**src/rtl/stk_pkg.sv**
```systemverilog
package stk_pkg;

   typedef enum logic [3:0] {
      OP_NONE  = 4'd0,
      OP_LOAD  = 4'd1,
      OP_STORE = 4'd2,
      OP_PUSH  = 4'd3,
      OP_POP   = 4'd4,
      OP_CALL  = 4'd5,
      OP_RET   = 4'd6
   } stk_op_e;

   typedef enum logic [1:0] {
      WS_ZERO = 2'd0,
      WS_RA   = 2'd1,
      WS_FT   = 2'd2
   } wsrc_e;

   typedef enum logic [1:0] {
      DE_NONE  = 2'd0,
      DE_SP    = 2'd1,
      DE_YIELD = 2'd2
   } dste_e;

   typedef enum logic [1:0] {
      RD_NONE = 2'd0,
      RD_IMM  = 2'd1,
      RD_LOAD = 2'd2
   } redir_e;

   typedef struct packed {
      logic   act;
      logic   use_sp;
      logic   sp_dec;
      logic   addr_sum;
      logic   rd;
      logic   wr;
      wsrc_e  wsrc;
      dste_e  dste;
      logic   dstm_ra;
      redir_e redir;
   } stk_ctrl_t;

endpackage

```
**src/rtl/stk_decode.sv**
```systemverilog
module stk_decode
   import stk_pkg::*;
(
   input  logic            valid,
   input  logic [3:0]      op,
   output stk_ctrl_t       ctrl
);

   always_comb begin
      ctrl = '0;
      if (valid) begin
         case (op)
            OP_LOAD: begin
               ctrl.act      = 1'b1;
               ctrl.addr_sum = 1'b1;
               ctrl.rd       = 1'b1;
               ctrl.dstm_ra  = 1'b1;
            end
            OP_STORE: begin
               ctrl.act      = 1'b1;
               ctrl.addr_sum = 1'b1;
               ctrl.wr       = 1'b1;
               ctrl.wsrc     = WS_RA;
            end
            OP_PUSH: begin
               ctrl.act      = 1'b1;
               ctrl.use_sp   = 1'b1;
               ctrl.sp_dec   = 1'b1;
               ctrl.addr_sum = 1'b1;
               ctrl.wr       = 1'b1;
               ctrl.wsrc     = WS_RA;
               ctrl.dste     = DE_SP;
            end
            OP_POP: begin
               ctrl.act      = 1'b1;
               ctrl.use_sp   = 1'b1;
               ctrl.rd       = 1'b1;
               ctrl.dste     = DE_YIELD;
               ctrl.dstm_ra  = 1'b1;
            end
            OP_CALL: begin
               ctrl.act      = 1'b1;
               ctrl.use_sp   = 1'b1;
               ctrl.sp_dec   = 1'b1;
               ctrl.addr_sum = 1'b1;
               ctrl.wr       = 1'b1;
               ctrl.wsrc     = WS_FT;
               ctrl.dste     = DE_SP;
               ctrl.redir    = RD_IMM;
            end
            OP_RET: begin
               ctrl.act      = 1'b1;
               ctrl.use_sp   = 1'b1;
               ctrl.rd       = 1'b1;
               ctrl.dste     = DE_SP;
               ctrl.redir    = RD_LOAD;
            end
            default: ctrl = '0;
         endcase
      end
   end

   always_comb begin
      if (valid && ctrl.act) begin
         assert (!(ctrl.rd && ctrl.wr))
            else $error("AST_DEC_RW_EXCL");
      end
   end

endmodule

```
**src/rtl/stk_addr_gen.sv**
```systemverilog
module stk_addr_gen
   import stk_pkg::*;
#(
   parameter int XLEN        = 64,
   parameter int STEP_BYTES  = XLEN / 8,
   parameter int ADDER_STYLE = 0
) (
   input  stk_ctrl_t        ctrl,
   input  logic [XLEN-1:0]  sp,
   input  logic [XLEN-1:0]  base_val,
   input  logic [XLEN-1:0]  disp,
   output logic [XLEN-1:0]  addr,
   output logic [XLEN-1:0]  adj
);

   localparam logic [XLEN-1:0] STEP_V = XLEN'(STEP_BYTES);
   localparam logic [XLEN-1:0] NSTEP_V = '0 - STEP_V;

   logic [XLEN-1:0] sum;
   logic [XLEN-1:0] old_base;

   generate
      if (ADDER_STYLE == 0) begin : g_shared
         logic [XLEN-1:0] opnd_a;
         logic [XLEN-1:0] opnd_b;
         always_comb begin
            opnd_a = ctrl.use_sp ? sp : base_val;
            if (ctrl.use_sp) opnd_b = ctrl.sp_dec ? NSTEP_V : STEP_V;
            else             opnd_b = disp;
            sum      = opnd_a + opnd_b;
            old_base = opnd_a;
         end
      end else begin : g_split
         logic [XLEN-1:0] sp_down;
         logic [XLEN-1:0] sp_up;
         logic [XLEN-1:0] gen_ea;
         always_comb begin
            sp_down  = sp - STEP_V;
            sp_up    = sp + STEP_V;
            gen_ea   = base_val + disp;
            if (ctrl.use_sp) sum = ctrl.sp_dec ? sp_down : sp_up;
            else             sum = gen_ea;
            old_base = ctrl.use_sp ? sp : base_val;
         end
      end
   endgenerate

   always_comb begin
      if (ctrl.act) begin
         addr = ctrl.addr_sum ? sum : old_base;
         adj  = sum;
      end else begin
         addr = '0;
         adj  = '0;
      end
   end

endmodule

```
**src/rtl/stk_dest_sel.sv**
```systemverilog
module stk_dest_sel
   import stk_pkg::*;
#(
   parameter int RID_W   = 4,
   parameter int SP_ID   = 4,
   parameter int NONE_ID = 15
) (
   input  stk_ctrl_t         ctrl,
   input  logic [RID_W-1:0]  ra,
   output logic [RID_W-1:0]  de_id,
   output logic [RID_W-1:0]  dm_id
);

   localparam logic [RID_W-1:0] SP_V   = RID_W'(SP_ID);
   localparam logic [RID_W-1:0] NONE_V = RID_W'(NONE_ID);

   always_comb begin
      case (ctrl.dste)
         DE_SP:    de_id = SP_V;
         DE_YIELD: de_id = (ctrl.dstm_ra && ra == SP_V) ? NONE_V : SP_V;
         default:  de_id = NONE_V;
      endcase
      dm_id = ctrl.dstm_ra ? ra : NONE_V;
   end

endmodule

```
**src/rtl/stk_exec_unit.sv**
```systemverilog
module stk_exec_unit
   import stk_pkg::*;
#(
   parameter int XLEN        = 64,
   parameter int RID_W       = 4,
   parameter int SP_ID       = 4,
   parameter int NONE_ID     = 15,
   parameter int ADDER_STYLE = 0
) (
   input  logic              clk,
   input  logic              rst_n,
   input  logic              in_valid,
   input  logic [3:0]        in_op,
   input  logic [RID_W-1:0]  in_ra,
   input  logic [XLEN-1:0]   in_sp,
   input  logic [XLEN-1:0]   in_ra_val,
   input  logic [XLEN-1:0]   in_rb_val,
   input  logic [XLEN-1:0]   in_disp,
   input  logic [XLEN-1:0]   in_fallthru,
   input  logic [XLEN-1:0]   mem_rdata,
   output logic [XLEN-1:0]   mem_addr,
   output logic [XLEN-1:0]   mem_wdata,
   output logic              mem_rd,
   output logic              mem_wr,
   output logic [RID_W-1:0]  dst_e_id,
   output logic [XLEN-1:0]   dst_e_val,
   output logic [RID_W-1:0]  dst_m_id,
   output logic [XLEN-1:0]   dst_m_val,
   output logic              redirect_valid,
   output logic [XLEN-1:0]   redirect_pc
);

   localparam int              STEP_BYTES = XLEN / 8;
   localparam logic [XLEN-1:0] STEP_V     = XLEN'(STEP_BYTES);
   localparam logic [RID_W-1:0] SP_V      = RID_W'(SP_ID);
   localparam logic [RID_W-1:0] NONE_V    = RID_W'(NONE_ID);

   generate
      if (XLEN < 16 || (XLEN % 8) != 0) begin : g_bad_xlen
         $error("XLEN must be a multiple of 8 and at least 16");
      end
      if (SP_ID < 0 || SP_ID >= (1 << RID_W) || NONE_ID < 0 || NONE_ID >= (1 << RID_W)) begin : g_bad_id
         $error("register IDs must fit in RID_W bits");
      end
      if (SP_ID == NONE_ID) begin : g_id_clash
         $error("stack-pointer ID must differ from the no-register ID");
      end
      if (ADDER_STYLE != 0 && ADDER_STYLE != 1) begin : g_bad_style
         $error("ADDER_STYLE must be 0 or 1");
      end
   endgenerate

   stk_ctrl_t        ctrl;
   logic [XLEN-1:0]  addr_c;
   logic [XLEN-1:0]  adj_c;
   logic [RID_W-1:0] de_c;
   logic [RID_W-1:0] dm_c;
   logic [XLEN-1:0]  wdata_c;

   stk_decode u_dec (
      .valid (in_valid),
      .op    (in_op),
      .ctrl  (ctrl)
   );

   stk_addr_gen #(
      .XLEN        (XLEN),
      .STEP_BYTES  (STEP_BYTES),
      .ADDER_STYLE (ADDER_STYLE)
   ) u_agen (
      .ctrl     (ctrl),
      .sp       (in_sp),
      .base_val (in_rb_val),
      .disp     (in_disp),
      .addr     (addr_c),
      .adj      (adj_c)
   );

   stk_dest_sel #(
      .RID_W   (RID_W),
      .SP_ID   (SP_ID),
      .NONE_ID (NONE_ID)
   ) u_dsel (
      .ctrl  (ctrl),
      .ra    (in_ra),
      .de_id (de_c),
      .dm_id (dm_c)
   );

   always_comb begin
      case (ctrl.wsrc)
         WS_RA:   wdata_c = in_ra_val;
         WS_FT:   wdata_c = in_fallthru;
         default: wdata_c = '0;
      endcase
   end

   // execute/memory boundary register
   logic [XLEN-1:0]  addr_q;
   logic [XLEN-1:0]  wdata_q;
   logic             rd_q;
   logic             wr_q;
   logic [RID_W-1:0] de_q;
   logic [XLEN-1:0]  dev_q;
   logic [RID_W-1:0] dm_q;
   redir_e           redir_q;
   logic [XLEN-1:0]  tgt_q;

   always_ff @(posedge clk or negedge rst_n) begin
      if (!rst_n) begin
         addr_q  <= '0;
         wdata_q <= '0;
         rd_q    <= 1'b0;
         wr_q    <= 1'b0;
         de_q    <= NONE_V;
         dev_q   <= '0;
         dm_q    <= NONE_V;
         redir_q <= RD_NONE;
         tgt_q   <= '0;
      end else begin
         addr_q  <= addr_c;
         wdata_q <= wdata_c;
         rd_q    <= ctrl.rd;
         wr_q    <= ctrl.wr;
         de_q    <= de_c;
         dev_q   <= adj_c;
         dm_q    <= dm_c;
         redir_q <= ctrl.redir;
         tgt_q   <= (ctrl.redir == RD_IMM) ? in_disp : '0;
      end
   end

   always_comb begin
      mem_addr       = addr_q;
      mem_wdata      = wdata_q;
      mem_rd         = rd_q;
      mem_wr         = wr_q;
      dst_e_id       = de_q;
      dst_e_val      = dev_q;
      dst_m_id       = dm_q;
      dst_m_val      = rd_q ? mem_rdata : '0;
      redirect_valid = (redir_q != RD_NONE);
      case (redir_q)
         RD_IMM:  redirect_pc = tgt_q;
         RD_LOAD: redirect_pc = mem_rdata;
         default: redirect_pc = '0;
      endcase
   end

   AST_RW_EXCL: assert property (@(posedge clk) disable iff (!rst_n)
      mem_rd |-> !mem_wr) else $error("AST_RW_EXCL");

   AST_PUSH_NEW_SP: assert property (@(posedge clk) disable iff (!rst_n)
      (in_valid && in_op == OP_PUSH) |=>
         (mem_addr == $past(in_sp) - STEP_V) && (dst_e_val == mem_addr) && (dst_e_id == SP_V))
      else $error("AST_PUSH_NEW_SP");

   AST_POP_OLD_SP: assert property (@(posedge clk) disable iff (!rst_n)
      (in_valid && in_op == OP_POP) |=>
         (mem_addr == $past(in_sp)) && (mem_addr + STEP_V == dst_e_val) && mem_rd)
      else $error("AST_POP_OLD_SP");

   AST_POP_SP_WINS: assert property (@(posedge clk) disable iff (!rst_n)
      (in_valid && in_op == OP_POP && in_ra == SP_V) |=>
         (dst_e_id == NONE_V) && (dst_m_id == SP_V))
      else $error("AST_POP_SP_WINS");

   AST_CALL_TARGET: assert property (@(posedge clk) disable iff (!rst_n)
      (in_valid && in_op == OP_CALL) |=>
         redirect_valid && (redirect_pc == $past(in_disp)) && (mem_wdata == $past(in_fallthru)))
      else $error("AST_CALL_TARGET");

   AST_IDLE_QUIET: assert property (@(posedge clk) disable iff (!rst_n)
      !in_valid |=> (!mem_rd && !mem_wr && !redirect_valid && dst_e_id == NONE_V && dst_m_id == NONE_V))
      else $error("AST_IDLE_QUIET");

endmodule

```
**config.mk**
```make
export PLATFORM = sky130hd
export DESIGN_NAME = stk_exec_unit
export DESIGN_NICKNAME = d
export VERILOG_FILES = /design/src/rtl/stk_pkg.sv /design/src/rtl/stk_decode.sv /design/src/rtl/stk_addr_gen.sv /design/src/rtl/stk_dest_sel.sv /design/src/rtl/stk_exec_unit.sv
export SDC_FILE = /design/constraint.sdc
export NUM_CORES = 1
export LEC_CHECK = 0
export ABC_CLOCK_PERIOD_IN_PS = 1900
export CORE_AREA = 2 2 280 282
export DETAILED_ROUTE_END_ITERATION = 10
export DIE_AREA = 0 0 282 284
export DONT_BUFFER_PORTS = 1
export PLACE_DENSITY = 0.3
export SYNTH_ARGS = -nofsm -noshare
export SYNTH_HDL_FRONTEND = slang
export SYNTH_SLANG_ARGS = --single-unit
```
**constraint.sdc**
```tcl
create_clock -name clk -period 1.9 [get_ports clk]
set_input_delay 0.095 -clock clk [delete_from_list [all_inputs] [get_ports clk]]
set_output_delay 0.095 -clock clk [all_outputs]
set_load 0.005 [all_outputs]
```
==> qor.yml, run 1 <==
critPathLaunch: "in_op[1]"
period_needed_ns: 3.08
cts_sinks: 265
fin_tns_setup_ns: -100.88
worst_pin_slew_ns: 1.80
synth_cell_type_count: 71
ir_worst_vdd_mv: 0.446
antenna_found_initial: 14
vias: 17600
detail-route-antenna-nets: 0
synth_nets: 2361
rows: 102
cts_max_level: 2
grt_setup_unrepaired: "yes"
synth-seq-cells: 265
violations: "negative hold slack, max-slew violations, negative setup slack"
ctsHoldBuffers: 254
cap_violations: 0
clockBufferDepth: 3
hold_path_class: "in -> async"
cp-start-kind: "input pin"
root_buffer: "clkbuf_16"
finalMaxSlewViolations: 104
p_sw_frac: 0.338
critPathArrivalTime_ns: 3.53
first_pass_iters: 5
hold_ws_ns: -0.778
status: "finished, violations left"
cp-endpoint: "dst_e_val[51]$_DFF_PN0_"
globalplace.congestion: 0.886
synth_area_mm2: 0.0160
layout_setup_ws_ns: -1.18
critPathTopFamily: "compound AO/OA/AOI/OAI gates"
grt_usage: 0.236
crit_buf_inv: 5
pwr-share-seq: 0.280
synth_edf_count: 0
die_h_um: 284
area_growth_pct: 85.1
clk_pin_slew_ns: 0.06
p_leak_nw: 12.4
path_max_fanout: 8
hold_violations: 260
switchingPower_w: 0.00740
netlist_instances: 1897
portBuffers: 0
grt_pass1_vias: 18400
layoutNonFillerInstCount: 3680
power.internal_w: 0.0145
pwr-share-comb: 0.398
nets: 3074
core_area_mm2: 0.0770
cts_tree: "done"
critical_path.most_common_cell: "buf_12"
finalSetupViolCount: 182
relSlewSlack: -0.203
p_clk_frac: 0.322
drive_above_1_share: 0.448
async_flop_share: 1.00
drtIter0Drc: 994
yosysSeqAreaShare: 0.416
grt_first_pass_wirelength_um: 136000
drc_errors: 0
yosys_warnings: 0
period_share: 1.62
synth_flop_cell: "dfrtp_1"
grt_max_degree: 266
required_ns: 2.35
dp_hpwl_um: 72400
fillers: 7696
p_per_area_mw_per_mm2: 742
crit_type: "in -> reg"
io_pins: 726
wl_per_cell_um: 27.9
cp.depth: 20
dp.cells: 3207
cts_buffers: 37
end_kind: "flip-flop"
die-area_mm2: 0.0801
crit_chain: "nand2_8 -> xnor2_4 -> and2_4 -> buf_12 -> buf_12 -> buf_12 -> nand2_4 -> nand2_4 -> ha_4 -> buf_6 -> and3_4 -> o211a_1 -> a21oi_4 -> o2bb2ai_4 -> or3_4 -> a311o_1 -> buf_4 -> a211oi_2 -> xor2_1 -> nor2_1"
cpMaxStageDelayCell: "or3_4"
dieWidth_um: 282
synth_area_per_cell_um2: 8.41
via_per_inst: 4.79
critPathMaxStageDelay_ns: 0.37
overflow: 0
wl_um: 103000
start_util: 0.207
timing.fmax_mhz: 324
[per-stage QoR]
step	setup WS [ns]	total power [W]	util	instance area, µm²
finish	-1.18	0.0219	0.384	29500
global route	-1.23	0.0229	0.384	29500
CTS	-1.16	0.0213	0.350	26900
detailed placement	-2.30	0.0119	0.264	20300
global placement	-2.25	0.0120	0.264	20300
floorplan	-1.58	0.00901	-	16300
[kinds of logic after synthesis]
| family | count (synthesis) | share of synthesized area |
|---|---|---|
| buffers and inverters | 165 | 0.0447 |
| and+or+nand+nor | 904 | 0.263 |
| muxes | 1 | 0.000706 |
| adders and majority gates | 69 | 0.0546 |
| AOI/OAI and AO/OA | 428 | 0.186 |
| xor gates and xnor gates | 64 | 0.0351 |
| DFF | 265 | 0.416 |
| other | 1 | 0.000235 |
[cells in the mapped netlist, types with 9 or more instances]
library cell	n	area share
a211oi_1	47	0.022
a21o_1	20	0.0094
a21oi_1	88	0.028
a22oi_1	128	0.060
a31oi_1	10	0.0039
and2_1	134	0.053
and3_1	9	0.0035
buf_1	17	0.0040
buf_2	14	0.0044
clkbuf_1	97	0.023
dfrtp_1	260	0.41
ha_1	68	0.053
inv_1	22	0.0052
nand2_1	254	0.060
nand3_1	20	0.0063
nand4_1	26	0.010
nor2_1	328	0.077
nor2b_1	80	0.031
nor3_1	14	0.0044
o21a_1	13	0.0061
o21ai_0	47	0.015
o21bai_1	12	0.0056
o2bb2ai_1	9	0.0049
xnor2_1	37	0.020
xor2_1	27	0.015
[sequential cells by signal, indices dropped and copies added (netlist names)]
| name | flops |
|---|---|
| mem_wr | 1 |
| dst_m_id | 4 |
| redir_q | 2 |
| dst_e_id | 1 |
| mem_addr | 64 |
| mem_wdata | 64 |
| dst_e_val | 64 |
| mem_rd | 1 |
| tgt_q | 64 |
[worst min-delay path by stage]
stage	end	slack [ns]	cells past startpoint
final	mem_addr[16]$_DFF_PN0_	-0.78	0
after global routing	dst_e_val[22]$_DFF_PN0_	-0.82	0
after CTS	mem_addr[16]$_DFF_PN0_	-0.82	0
after detailed placement	dst_e_val[22]$_DFF_PN0_	-0.20	0
after global placement	dst_e_val[22]$_DFF_PN0_	-0.20	0
after floorplan	dst_e_val[0]$_DFF_PN0_	-0.20	0
[cell usage in the layout (no fill, tap or decap), types with 24 or more instances in the layout]
cell	synthesis	layout
nor2_2	0	38
nand2_4	0	31
dlygate4sd3_1	0	254
nor2_4	1	30
a211oi_2	2	41
nor2b_1	80	24
nor2_1	328	261
a21oi_2	1	24
nand2_2	1	40
ha_4	0	53
and2_1	134	128
a21oi_1	88	44
nand4_1	26	26
buf_4	8	410
nor2b_2	0	35
a22oi_1	128	64
dfrtp_1	260	259
clkbuf_16	0	56
buf_6	6	82
a22oi_2	0	64
buf_12	0	39
nand2_1	254	182
[layer usage]
| layer | GRT usage | wire length, µm | share of wire | up-vias |
|---|---|---|---|---|
| met5 | 0 | 59 | 0.00058 | - |
| met4 | 0.0676 | 4030 | 0.039 | 10 |
| met3 | 0.0512 | 6400 | 0.062 | 143 |
| met2 | 0.404 | 49300 | 0.48 | 603 |
| met1 | 0.295 | 42800 | 0.42 | 8939 |
| li1 | - | - | - | 7927 |
[repair_timing]
| action | in CTS | in global routing |
|---|---|---|
| gates cloned | 5 | 26 |
| pin swaps | 119 | 198 |
| setup endpoints to repair | 188 | 188 |
| endpoints found under the hold margin | 447 | 265 |
| gates resized for setup | 395 | 384 |
| setup buffers | 84 | 63 |
[area by class of cell]
cell class	instances	area [µm²]	share of cell area
well taps	1040	1300	0.0440
multi-input cells	1468	12300	0.415
flip-flops and latches	265	6640	0.225
diodes	5	12.5	0.000424
clock buffers	54	1090	0.0369
repair buffers	816	8050	0.272
inverters	22	82.6	0.00280
clock inverters	10	95.1	0.00322
[power groups by stage]
stage          clock [W]  sequential, W  combinational (W)
2_1_floorplan          0        0.00611            0.00290
3_3_place_gp           0        0.00626            0.00576
3_5_place_dp           0        0.00624            0.00571
4_1_cts          0.00729        0.00615            0.00780
5_1_grt          0.00750        0.00617            0.00928
6_report         0.00705        0.00614            0.00872
Note: power is estimated with default switching activity, not from simulation.
==> inputs of run 2 (changes only) <==
- BUFFER_PORTS_ARGS: default -> -buffer_cell sky130_fd_sc_hd__buf_4
- DONT_BUFFER_PORTS: 1 -> default
- PLACE_DENSITY: 0.3 -> 0.38
==> qor.yml, run 2 (synthesized netlist as in run 1, its figures left out) <==
status: "finished, violations left"
violations: "negative setup slack"
first_pass_iters: 5
rows: 102
grt_first_pass_wirelength_um: 139000
critPathArrivalTime_ns: 3.56
detail-route-antenna-nets: 0
required_ns: 2.39
grt_pass1_vias: 20500
dp_slack_ns: -2.21
layout_setup_ws_ns: -1.17
dp.cells: 3959
via_per_inst: 4.52
vias: 19700
ir_worst_vdd_mv: 0.510
finalMaxSlewViolations: 0
start_util: 0.207
timing.fmax_mhz: 326
root_buffer: "clkbuf_16"
area_growth_pct: 110
grt_usage: 0.239
nets: 3748
drtIter0Drc: 988
path_max_fanout: 6
drive_above_1_share: 0.539
cts_buffers: 36
hold_ws_ns: 0.000881
period_needed_ns: 3.07
overflow: 0
clockBufferDepth: 3
portBuffers: 724
wl_per_cell_um: 23.4
die-area_mm2: 0.0801
fillers: 7639
core_area_mm2: 0.0770
worst_pin_slew_ns: 0.570
fin_tns_setup_ns: -106.10
hold_path_class: "in -> reg"
final_common_cell: "buf_4"
die_h_um: 284
wl_um: 102000
cap_violations: 0
drc_errors: 0
p_per_area_mw_per_mm2: 668
relSlewSlack: 0.620
p_leak_nw: 15.5
cts_max_level: 2
cp-start-kind: "input pin"
clk_pin_slew_ns: 0.06
end_kind: "flip-flop"
crit_type: "in -> reg"
grt_max_degree: 65
globalplace.congestion: 0.913
dp_hpwl_um: 79400
hold_violations: 0
mostFrequentLayoutCells: "1,136 x buf_4, 259 x dfrtp_1, 245 x nor2_1"
period_share: 1.61
dieWidth_um: 282
cts_tree: "done"
cts_sinks: 265
finalSetupViolCount: 183
antenna_found_initial: 8
io_pins: 726
layoutNonFillerInstCount: 4356
grt_setup_unrepaired: "yes"
-- run 2: worst max-delay path: stages --
cell      delay, ns
buf_8          0.09
nand2_4        0.06
xnor2_4        0.13
and2_4         0.23
buf_12         0.16
buf_6          0.12
buf_12         0.14
nand2_4        0.07
nand2_4        0.08
ha_4           0.28
buf_6          0.11
nand4_1        0.10
or4_4          0.44
nor2_4         0.11
a21oi_4        0.09
o31ai_4        0.29
buf_6          0.15
a211oi_4       0.07
buf_4          0.15
or4_4          0.47
nand3_2        0.09
-- run 2: final timing paths --
check	from	to	slack, ns	cells after the start
worst max-delay path	in_op[1]	mem_addr[61]$_DFF_PN0_	-1.17	21
worst min-delay path	in_sp[11]	mem_addr[11]$_DFF_PN0_	0.0009	5
max in group asynchronous	rst_n	dst_e_val[28]$_DFF_PN0_	1.04	3
min in group asynchronous	rst_n	mem_wdata[57]$_DFF_PN0_	0.11	2
-- run 2: final cells by class --
cell class | instances | area, µm² | area share
Antenna cell | 8 | 20.0 | 0.000596
Clock buffer | 49 | 1000 | 0.0298
Clock inverter | 13 | 128 | 0.00380
Inverter | 22 | 82.6 | 0.00246
Multi-Input combinational cell | 1467 | 11600 | 0.346
Sequential cell | 265 | 6640 | 0.198
Tap cell | 1040 | 1300 | 0.0388
Timing Repair Buffer | 1492 | 12800 | 0.381
-- run 2: layer usage --
layer	part of all wire	wire (µm)	GRT usage
met5	0.00034	35	0
met4	0.057	5860	0.122
met3	0.057	5790	0.0444
met2	0.49	49500	0.408
met1	0.40	40700	0.285
-- run 2: power by group --
part	internal (W)	switching [W]
Sequential	0.00591	0.000115
Clock	0.00384	0.00279
Combinational	0.00511	0.00466
Total	0.0149	0.00756
-- run 2: metrics by stage --
step	power, W	util	area [µm²]
4_1_cts	0.0215	0.409	31500
2_1_floorplan	0.00901	-	16300
3_3_place_gp	0.0132	0.337	26000
3_5_place_dp	0.0131	0.337	26000
5_1_grt	0.0235	0.436	33600
6_report	0.0224	0.436	33600
-- run 2: timing repair --
action,4_1_cts,5_1_grt
gates cloned,8,4
hold buffers,221,0
resized for setup,313,351
endpoints found under the setup margin,184,220
buffers inserted,39,69
pin swaps,102,147
endpoints found under the hold margin,347,0
==> inputs of run 3 (changes only) <==
- BUFFER_PORTS_ARGS: -buffer_cell sky130_fd_sc_hd__buf_4 -> -buffer_cell sky130_fd_sc_hd__buf_2
- CORE_AREA: 2 2 280 282 -> 10 10 272 274
- PLACE_DENSITY: 0.38 -> 0.42
- TNS_END_PERCENT: default -> 10
==> qor.yml, run 3 (synthesized netlist as in run 1, its figures left out) <==
status: "finished, violations left"
violations: "negative setup slack"
drc_errors: 0
multi_input_comb_area_mm2: 0.0110
drtIter0Drc: 1050
via_per_inst: 4.74
p_per_area_mw_per_mm2: 725
fillers: 6749
cpMaxStageDelayCell: "or4_1"
die_h_um: 284
dp_slack_ns: -2.61
grt_pass1_vias: 20800
grtUsageMet1: 0.293
timing.fmax_mhz: 321
p_leak_nw: 14.9
hold_path_class: "in -> reg"
first_pass_iters: 5
met3_usage: 0.0497
start_util: 0.234
ir_worst_vdd_mv: 0.493
rows: 96
final_common_cell: "buf_2"
finalMaxSlewViolations: 0
critPathArrivalTime_ns: 3.61
globalplace.congestion: 0.998
cap_violations: 0
die-area_mm2: 0.0801
critPathMaxStageDelay_ns: 0.53
grt_first_pass_wirelength_um: 143000
cts_sinks: 265
worst_pin_slew_ns: 0.550
relSlewSlack: 0.633
clk_pin_slew_ns: 0.06
detail-route-antenna-nets: 0
cts_tree: "done"
grt_max_degree: 68
period_share: 1.64
crit_type: "in -> reg"
grt_usage: 0.240
layout_setup_ws_ns: -1.22
hold_violations: 0
crit_chain: "buf_8 -> nand2_4 -> xnor2_4 -> and2_4 -> buf_12 -> buf_12 -> buf_16 -> buf_6 -> nor2_4 -> nor2_4 -> ha_4 -> buf_6 -> o21ai_2 -> nor2_1 -> o31a_1 -> o31ai_4 -> buf_4 -> a2111oi_4 -> o2bb2ai_2 -> or4_1 -> a31oi_1"
portBuffers: 724
power.total_w: 0.0223
cp-start-kind: "input pin"
fin_tns_setup_ns: -109.47
wl_um: 101000
nets: 3709
path_max_fanout: 6
required_ns: 2.39
clockBufferDepth: 3
drive_above_1_share: 0.506
period_needed_ns: 3.12
core_area_mm2: 0.0683
wl_per_cell_um: 24.3
critPathTopFamily: "simple AND/OR/NAND/NOR gates"
vias: 19700
grt_util_met2: 0.415
seq_area_mm2: 0.00664
busiest_layer: "met2"
cts_buffers: 36
root_buffer: "clkbuf_16"
grt_setup_unrepaired: "yes"
dieWidth_um: 282
io_pins: 726
area_growth_pct: 92.5
mostFrequentLayoutCells: "720 x buf_2, 415 x buf_4, 273 x nor2_1"
antenna_found_initial: 15
finalSetupViolCount: 209
overflow: 0
cts_max_level: 2
end_kind: "flip-flop"
dp_hpwl_um: 79200
crit_buf_inv: 7
==> run 3: changes by cell type in the layout (fill, tap and decap cells not counted), moves of 5 or more <==
cell	previous run	this run
nand2_2	54	44
a21oi_2	30	35
o21ai_1	11	20
nand2_1	165	204
nand2_4	35	6
buf_4	1136	415
nor2_1	245	273
buf_12	41	33
buf_6	78	38
o21ai_2	18	12
nor2_4	36	12
buf_2	0	720
==> run 3: area by class of cell <==
class,count,share of cell area
flip-flops and latches,265,0.216
well taps,882,0.0359
diodes,7,0.000570
repair buffers,1453,0.344
clock inverters,14,0.00705
multi-input cells,1467,0.358
clock buffers,52,0.0353
inverters,22,0.00269
==> run 3: report_power, final <==
group / internal, W / total, W / switching (W)
clock: 0.00466 / 0.00747 / 0.00281
sequential: 0.00591 / 0.00604 / 0.000134
combinational: 0.00442 / 0.00877 / 0.00436
total: 0.0150 / 0.0223 / 0.00730
==> run 3: what timing repair did <==
action,in CTS,in global routing
hold buffers,226,0
endpoints found under the hold margin,419,0
pin swaps,84,79
setup buffers,43,27
gates resized for setup,303,208
endpoints found under the setup margin,221,227
gates cloned,9,4
==> run 3: worst paths after layout <==
kind | start | endpoint | slack (ns) | cells past startpoint
min in group asynchronous | rst_n | mem_addr[17]$_DFF_PN0_ | 0.16 | 3
worst max-delay path | in_op[1] | mem_addr[50]$_DFF_PN0_ | -1.22 | 21
worst min-delay path | in_ra_val[51] | mem_wdata[51]$_DFF_PN0_ | 0.03 | 4
max in group asynchronous | rst_n | dst_m_id[1]$_DFF_PN1_ | 1.32 | 3
==> run 3: per-layer routing <==
| metal | share of wire | vias to the layer above |
|---|---|---|
| li1 | - | 9208 |
| met4 | 0.032 | 6 |
| met1 | 0.41 | 9708 |
| met3 | 0.066 | 131 |
| met2 | 0.49 | 676 |
| met5 | 0.00040 | - |
==> run 3: worst min-delay path: stages <==
cell and delay, ns:
buf_2 0.08, a22oi_1 0.09, buf_4 0.15, nor2_1 0.11
==> run 3: stage by stage <==
| stage | utilization | hold slack (ns) | std cells | cell area, µm² |
|---|---|---|---|---|
| after detailed placement | 0.346 | -0.0171 | 3784 | 23700 |
| final | 0.449 | 0.0267 | 4162 | 30700 |
| after floorplan | - | -0.201 | 1897 | 16100 |
| after global routing | 0.449 | 0.0356 | 4158 | 30700 |
| after CTS | 0.431 | 0.00294 | 4127 | 29500 |
| after global placement | 0.346 | -0.0229 | 3784 | 23700 |
